$ cat config.mk
export PLATFORM = sky130hd
export DESIGN_NAME = tx_abort_status
export DESIGN_NICKNAME = d
export VERILOG_FILES = /design/src/rtl/tas_pkg.sv /design/src/rtl/tas_classify.sv /design/src/rtl/tas_req_ctrl.sv /design/src/rtl/tas_flags.sv /design/src/rtl/tas_stv.sv /design/src/rtl/tx_abort_status.sv
export SDC_FILE = /design/constraint.sdc
export NUM_CORES = 1
export LEC_CHECK = 0
export ABC_AREA = 1
export BUFFER_PORTS_ARGS = -buffer_cell sky130_fd_sc_hd__buf_2
export CAP_MARGIN = 5
export CORE_MARGIN = 2
export CORE_UTILIZATION = 47
export CTS_CLUSTER_SIZE = 40
export DETAILED_ROUTE_END_ITERATION = 16
export PLACE_DENSITY_LB_ADDON = 0.12
export SYNTH_ARGS = -nofsm -noshare
export SYNTH_HDL_FRONTEND = slang
export SYNTH_HIERARCHICAL = 1
export SYNTH_SLANG_ARGS = --single-unit
$ cat constraint.sdc
create_clock -name clk -period 2.74 [get_ports clk]
set_input_delay 0.274 -clock clk [delete_from_list [all_inputs] [get_ports clk]]
set_output_delay 0.274 -clock clk [all_outputs]
set_load 0.02 [all_outputs]
$ cat src/rtl/tas_pkg.sv
package tas_pkg;
  // Individual abort reasons for one transmit request.
  typedef struct packed {
    logic oversize;
    logic defer;
    logic late;
    logic window;
    logic excess;
  } tas_cause_t;

  localparam int STV_W = 6;
  localparam int NFLAG = 4;
  localparam int FL_ABORT  = 0;
  localparam int FL_LATE   = 1;
  localparam int FL_TXERR  = 2;
  localparam int FL_TXDONE = 3;
endpackage

$ cat src/rtl/tas_classify.sv
module tas_classify
  import tas_pkg::*;
#(
  parameter int POS_W      = 16,
  parameter int LEN_W      = 16,
  parameter int RETRY_W    = 4,
  parameter int LATE_BYTES = 64
) (
  input  logic               clk,
  input  logic               rst,
  input  logic               active,
  input  logic               start,
  input  logic               full_duplex,
  input  logic               ev_collision,
  input  logic [POS_W-1:0]   coll_pos,
  input  logic [POS_W-1:0]   coll_window,
  input  logic [RETRY_W-1:0] retry_max,
  input  logic               ev_defer_limit,
  input  logic               defer_forever,
  input  logic [LEN_W-1:0]   frame_len,
  input  logic [LEN_W-1:0]   max_len,
  input  logic               huge_en,
  input  logic               pkt_override,
  input  logic               pkt_huge,
  output tas_cause_t         cause,
  output logic               abort
);
  localparam logic [POS_W-1:0] LATE_POS = POS_W'(LATE_BYTES);

  logic [RETRY_W-1:0] retry_cnt;
  logic               ovs_pend;
  logic               shared_ok;
  logic               coll_hd;
  logic [RETRY_W:0]   cnt_next;
  logic               too_long;
  logic               long_allowed;

  // Collision and deferral faults only exist on a shared medium.
  assign shared_ok    = active & ~full_duplex;
  assign coll_hd      = shared_ok & ev_collision;
  assign cnt_next     = {1'b0, retry_cnt} + 1'b1;
  assign too_long     = frame_len > max_len;
  assign long_allowed = huge_en | (pkt_override & pkt_huge);

  always_ff @(posedge clk) begin
    if (rst) begin
      retry_cnt <= '0;
      ovs_pend  <= 1'b0;
    end else if (start) begin
      retry_cnt <= '0;
      ovs_pend  <= too_long & ~long_allowed;
    end else if (coll_hd) begin
      retry_cnt <= cnt_next[RETRY_W-1:0];
    end
  end

  always_comb begin
    cause.excess   = coll_hd & (cnt_next > {1'b0, retry_max});
    cause.window   = coll_hd & (coll_pos > coll_window);
    cause.late     = coll_hd & (coll_pos >= LATE_POS);
    cause.defer    = shared_ok & ev_defer_limit & ~defer_forever;
    cause.oversize = active & ovs_pend;
    abort          = |cause;
  end
endmodule

$ cat src/rtl/tas_req_ctrl.sv
module tas_req_ctrl (
  input  logic clk,
  input  logic rst,
  input  logic sw_req_set,
  input  logic sw_req_clr,
  input  logic ev_tx_done,
  input  logic abort,
  output logic active,
  output logic start,
  output logic end_abort,
  output logic end_done,
  output logic end_cancel
);
  logic finish;

  // Priority of the end causes: abort, then completion, then cancel.
  assign start      = ~active & sw_req_set;
  assign end_abort  = active & abort;
  assign end_done   = active & ~abort & ev_tx_done;
  assign end_cancel = active & ~abort & ~ev_tx_done & sw_req_clr;
  assign finish     = end_abort | end_done | end_cancel;

  always_ff @(posedge clk) begin
    if (rst)         active <= 1'b0;
    else if (finish) active <= 1'b0;
    else if (start)  active <= 1'b1;
  end
endmodule

$ cat src/rtl/tas_flags.sv
module tas_flags
  import tas_pkg::*;
(
  input  logic             clk,
  input  logic             rst,
  input  logic [NFLAG-1:0] set_vec,
  input  logic [NFLAG-1:0] clr_vec,
  input  logic             ie_global,
  input  logic             ie_txerr,
  input  logic             ie_txdone,
  output logic [NFLAG-1:0] flags,
  output logic             irq
);
  logic [NFLAG-1:0] flag_nxt;

  // One sticky bit per flag; a set in the same cycle beats a clear.
  for (genvar i = 0; i < NFLAG; i++) begin : g_flag
    assign flag_nxt[i] = set_vec[i] | (flags[i] & ~clr_vec[i]);
    always_ff @(posedge clk) begin
      if (rst) flags[i] <= 1'b0;
      else     flags[i] <= flag_nxt[i];
    end
  end

  always_ff @(posedge clk) begin
    if (rst) irq <= 1'b0;
    else     irq <= ie_global & ((ie_txerr & flag_nxt[FL_TXERR]) |
                                 (ie_txdone & flag_nxt[FL_TXDONE]));
  end
endmodule

$ cat src/rtl/tas_stv.sv
module tas_stv
  import tas_pkg::*;
#(
  parameter int ADDR_W = 13
) (
  input  logic              clk,
  input  logic              rst,
  input  logic              end_abort,
  input  logic              end_done,
  input  tas_cause_t        cause,
  input  logic [ADDR_W-1:0] pkt_end,
  output logic              stv_we,
  output logic [ADDR_W-1:0] stv_addr,
  output logic [STV_W-1:0]  stv_data
);
  always_ff @(posedge clk) begin
    if (rst) begin
      stv_we   <= 1'b0;
      stv_addr <= '0;
      stv_data <= '0;
    end else begin
      stv_we <= end_abort | end_done;
      if (end_abort | end_done) begin
        stv_addr <= pkt_end + 1'b1;
        stv_data <= {cause.oversize, cause.defer, cause.late,
                     cause.window, cause.excess, end_done};
      end
    end
  end
endmodule

$ cat src/rtl/tx_abort_status.sv
module tx_abort_status
  import tas_pkg::*;
#(
  parameter int ADDR_W     = 13,
  parameter int LEN_W      = 16,
  parameter int POS_W      = 16,
  parameter int RETRY_W    = 4,
  parameter int LATE_BYTES = 64
) (
  input  logic               clk,
  input  logic               rst,
  input  logic               sw_req_set,
  input  logic               sw_req_clr,
  input  logic               sw_clr_abort,
  input  logic               sw_clr_late,
  input  logic               sw_clr_txerr,
  input  logic               sw_clr_txdone,
  input  logic               ie_global,
  input  logic               ie_txerr,
  input  logic               ie_txdone,
  input  logic               full_duplex,
  input  logic [RETRY_W-1:0] retry_max,
  input  logic [POS_W-1:0]   coll_window,
  input  logic               defer_forever,
  input  logic [LEN_W-1:0]   max_len,
  input  logic               huge_en,
  input  logic               pkt_override,
  input  logic               pkt_huge,
  input  logic [LEN_W-1:0]   frame_len,
  input  logic [ADDR_W-1:0]  pkt_end,
  input  logic               ev_collision,
  input  logic [POS_W-1:0]   coll_pos,
  input  logic               ev_defer_limit,
  input  logic               ev_tx_done,
  output logic               req_active,
  output logic               abort_flag,
  output logic               late_flag,
  output logic               txerr_flag,
  output logic               txdone_flag,
  output logic               irq,
  output logic               stv_we,
  output logic [ADDR_W-1:0]  stv_addr,
  output logic [STV_W-1:0]   stv_data
);
  tas_cause_t       cause;
  logic             abort;
  logic             start;
  logic             end_abort;
  logic             end_done;
  logic             end_cancel;
  logic [NFLAG-1:0] set_vec;
  logic [NFLAG-1:0] clr_vec;
  logic [NFLAG-1:0] flags;

  tas_req_ctrl u_req (
    .clk        (clk),
    .rst        (rst),
    .sw_req_set (sw_req_set),
    .sw_req_clr (sw_req_clr),
    .ev_tx_done (ev_tx_done),
    .abort      (abort),
    .active     (req_active),
    .start      (start),
    .end_abort  (end_abort),
    .end_done   (end_done),
    .end_cancel (end_cancel)
  );

  tas_classify #(
    .POS_W      (POS_W),
    .LEN_W      (LEN_W),
    .RETRY_W    (RETRY_W),
    .LATE_BYTES (LATE_BYTES)
  ) u_cls (
    .clk            (clk),
    .rst            (rst),
    .active         (req_active),
    .start          (start),
    .full_duplex    (full_duplex),
    .ev_collision   (ev_collision),
    .coll_pos       (coll_pos),
    .coll_window    (coll_window),
    .retry_max      (retry_max),
    .ev_defer_limit (ev_defer_limit),
    .defer_forever  (defer_forever),
    .frame_len      (frame_len),
    .max_len        (max_len),
    .huge_en        (huge_en),
    .pkt_override   (pkt_override),
    .pkt_huge       (pkt_huge),
    .cause          (cause),
    .abort          (abort)
  );

  always_comb begin
    set_vec            = '0;
    set_vec[FL_ABORT]  = end_abort;
    set_vec[FL_LATE]   = end_abort & cause.late;
    set_vec[FL_TXERR]  = end_abort;
    set_vec[FL_TXDONE] = end_abort | end_done | end_cancel;
    clr_vec            = '0;
    clr_vec[FL_ABORT]  = sw_clr_abort;
    clr_vec[FL_LATE]   = sw_clr_late;
    clr_vec[FL_TXERR]  = sw_clr_txerr;
    clr_vec[FL_TXDONE] = sw_clr_txdone;
  end

  tas_flags u_flg (
    .clk       (clk),
    .rst       (rst),
    .set_vec   (set_vec),
    .clr_vec   (clr_vec),
    .ie_global (ie_global),
    .ie_txerr  (ie_txerr),
    .ie_txdone (ie_txdone),
    .flags     (flags),
    .irq       (irq)
  );

  assign abort_flag  = flags[FL_ABORT];
  assign late_flag   = flags[FL_LATE];
  assign txerr_flag  = flags[FL_TXERR];
  assign txdone_flag = flags[FL_TXDONE];

  tas_stv #(.ADDR_W(ADDR_W)) u_stv (
    .clk       (clk),
    .rst       (rst),
    .end_abort (end_abort),
    .end_done  (end_done),
    .cause     (cause),
    .pkt_end   (pkt_end),
    .stv_we    (stv_we),
    .stv_addr  (stv_addr),
    .stv_data  (stv_data)
  );
endmodule

==> impl_metrics.tcl <==
set metrics [dict create \
    cts_root_buffer "clkbuf_8" \
    syn_nets 551 \
    ctsHoldBuffers 0 \
    cpMaxStageDelayCell "dfxtp_2" \
    fin_skew_ps 6.194 \
    crit_chain "ha_1, xor2_1, ha_1, nand2_1, inv_2, nand2_1, nand2_1, nand2_1, nand2_1, a21oi_1, nand2_1, inv_2, nand2_2, nor2_4, inv_2, nand2_4, buf_8, nor2_1, nor2_1, o21ai_0, inv_1" \
    rsz0062_at_grt "no" \
    avgSynthCellArea_um2 6.456 \
    grt-ovfl-total 0 \
    r2r_slack_ps 240 \
    grt_pass1_wl_um 10650 \
    use_met2_pct 38.90 \
    final_layout_size_suffix_gt1_share_pct 32.66 \
    maxSlewHeadroom_pct 78.87 \
    pre_cts_ws_ps 89.41 \
    fin_nets 682 \
    numCtsBuffers 5 \
    drt-pass1-iter-count 4 \
    drt_iter0_markers 82 \
    multi_input_area_um2 1688 \
    end_kind "flop" \
    seq_area_frac_synth_pct 23.28 \
    track_usage_pct 20.91 \
    netlist_area_um2 2666 \
    path_class "flop to flop" \
    critical_path.top_delay_family "simple AND/OR/NAND/NOR gates" \
    worst_pin_slew_ps 316.9 \
    cts_sinks 31 \
    critPathBufInv 5 \
    drc 0 \
    p_leak_nw 2.156 \
    clk_pin_slew_ps 70 \
    die_h_um 79.32 \
    cellPowerDensity_nw_per_um2 398.7 \
    num_vias 2833 \
    r2r_cells 21 \
    cpPeakStageDelay_ps 340 \
    yosysWarnings 6 \
    worst-path-stages 21 \
    cp_max_fo 11 \
    setup_ws_ps 241.0 \
    clockBufferDepth 2 \
    rows 27 \
    vias_per_cell 4.592 \
    ir_worst_vdd_mv 0.2574 \
    status "complete, no violations" \
    tns_ps 0 \
    start_util_pct 48.42 \
    gp_congestion 0.7845 \
    fin_hold_ws_ps 233.0 \
    post-route-min-period_ps 2499 \
    use_met1_pct 23.90 \
    fill_cells 538 \
    die_area_um2 6292 \
    htreeDepth 2 \
    grt.busiest_layer "met2" \
    crit_path_start_kind "flop" \
    slew_violations 0 \
    dieWidth_um 79.32 \
    fin_area_um2 3540 \
    r2r_end "u_stv/stv_addr[3]$_SDFFE_PP0P_" \
    worstPathArrival_ps 2730 \
    met3_usage_pct 4.545 \
    drv_cap 0 \
    diodes 0 \
    cp-endpoint "u_stv/stv_addr[3]$_SDFFE_PP0P_" \
    crit_top_cell "nand2_1" \
    placed_cell_area_um2 3379 \
    final_hold_viol_count 0 \
    crit_start "u_cls/retry_cnt[0]$_SDFFE_PP0P_" \
    regArea_um2 623.1 \
    ys_seq_elements 31 \
    async_flop_share_pct 0 \
    core_um2 5507 \
    max_freq_mhz 400.2 \
    detail_route.wirelength_um 6338 \
    grt_pass1_vias 2663 \
    dp_hpwl_um 5274 \
    hold_class "input pin to flop" \
    grt_max_degree 19 \
    synth_edf_count 0 \
    wl_per_cell_um 10.27 \
    synth_ff_type "dfxtp_1" \
    crit_required_ps 2970 \
    syn_inst 413 \
    setup_viol_count_final 0 \
    ant_nets 0 \
    io_pins 126 \
    area_growth_pct 32.75 \
    finalCritPeriodShare_pct 91.20 \
    grt_antenna_before_repair 0 \
    r2r-start "u_cls/retry_cnt[0]$_SDFFE_PP0P_" \
    cts_tree "built" \
    ys_types 30 \
    clk_latency_ps 280 \
    portBuffers 125 \
]
==> state kept, by name (all words and copies together) (netlist names) <==
name,cells
u_stv/stv_data,6
u_stv/stv_addr,13
u_cls/ovs_pend,1
u_stv/stv_we,1
u_cls/retry_cnt,4
u_flg/irq,1
u_flg/flags,4
u_req/active,1
==> cell type report <==
type	instances	area share [%]
clock buffer	6	2.333
clock inverter	2	0.9898
inverter	92	9.756
multi-input combinational	285	47.68
sequential	31	17.60
tap	72	2.545
timing repair buffer	129	19.09
==> where the power goes <==
part | total (mW) | internal [mW] | switching [mW]
Sequential | 0.505 | 0.486 | 0.0198
Combinational | 0.436 | 0.187 | 0.249
Clock | 0.470 | 0.294 | 0.176
Total | 1.41 | 0.967 | 0.445
==> kinds of logic (layout without fill, tap and decap cells) <==
kind of cell,after synthesis,count (layout),synth area share [%]
AOI/OAI and AO/OA,55,55,11.40
xor gates and xnor gates,6,6,1.971
adders and majority gates,38,38,17.83
buffers and inverters,97,229,14.08
DFF,31,31,23.28
and+or+nand+nor,186,186,31.44
==> cells in the mapped netlist (2+ instances only) <==
| cell type | instances | area, um^2 |
|---|---|---|
| a21oi_1 | 24 | 120.1 |
| a21oi_2 | 4 | 35.03 |
| a31oi_1 | 2 | 12.51 |
| buf_2 | 2 | 10.01 |
| buf_4 | 2 | 15.01 |
| dfxtp_1 | 31 | 620.6 |
| ha_1 | 38 | 475.5 |
| inv_1 | 83 | 311.6 |
| inv_2 | 9 | 33.78 |
| nand2_1 | 89 | 334.1 |
| nand2_2 | 4 | 25.02 |
| nand3_1 | 13 | 65.06 |
| nand3_2 | 2 | 20.02 |
| nand3b_1 | 3 | 22.52 |
| nand4_1 | 6 | 37.54 |
| nor2_1 | 55 | 206.5 |
| nor2_2 | 6 | 37.54 |
| nor2_4 | 4 | 45.04 |
| o21ai_0 | 16 | 80.08 |
| o21ai_1 | 5 | 25.02 |
| o21bai_1 | 2 | 15.01 |
| xnor2_1 | 3 | 26.28 |
| xor2_1 | 3 | 26.28 |
==> through the flow <==
step / power, mW / instances / util, %
5_1_grt: 1.505 / 617 / 64.28
2_1_floorplan: 0.7772 / 413 / -
6_report: 1.411 / 617 / 64.28
3_5_place_dp: 0.9401 / 607 / 61.37
4_1_cts: 1.414 / 615 / 63.51
3_3_place_gp: 0.9279 / 607 / 61.37
==> placed cells by master (no fill, tap or decap) <==
master,synthesis,routed
nand3_2,2,2
o21bai_1,2,2
bufinv_16,0,1
a21oi_1,24,24
xnor2_1,3,3
inv_1,83,80
nand3b_1,3,3
clkbuf_8,0,6
xor2_1,3,3
inv_2,9,12
o21a_2,1,1
buf_12,0,1
nor3_2,1,1
nor2_4,4,5
buf_4,2,2
nor3_1,1,1
a31oi_1,2,2
nor2_2,6,6
nand2_1,89,87
dfxtp_2,0,2
nor3b_2,1,1
a21o_1,1,1
nor2_1,55,54
buf_2,2,125
nand2_2,4,5
o21ai_0,16,15
o21ai_1,5,6
nand3_1,13,13
buf_8,0,1
a21oi_2,4,4
nand3_4,1,1
clkinv_2,0,1
nand2_4,0,1
nand4_1,6,6
ha_1,38,38
dfxtp_1,31,29
==> worst min-delay path by stage <==
stage / cells past startpoint / from / end
finish: 2 / pkt_end[0] / u_stv/stv_addr[0]$_SDFFE_PP0P_
global route: 2 / pkt_end[0] / u_stv/stv_addr[0]$_SDFFE_PP0P_
CTS: 3 / ie_global / u_flg/irq$_SDFF_PP0_
detailed placement: 2 / u_cls/ovs_pend$_SDFFE_PP0P_ / u_cls/ovs_pend$_SDFFE_PP0P_
global placement: 2 / u_cls/ovs_pend$_SDFFE_PP0P_ / u_cls/ovs_pend$_SDFFE_PP0P_
floorplan: 1 / rst / u_flg/flags[2]$_SDFF_PP0_
==> metal layers <==
| metal | vias up | part of all wire, % |
|---|---|---|
| met1 | 1197 | 44 |
| met2 | 86 | 48 |
| met5 | - | 0 |
| li1 | 1545 | - |
| met3 | 5 | 7.3 |
| met4 | 0 | 0.98 |
==> what timing repair did <==
item	in CTS	in global routing
setup endpoints to repair	0	19
buffers inserted	0	2
resized for setup	0	13
Power figures use the tool's default switching activity.
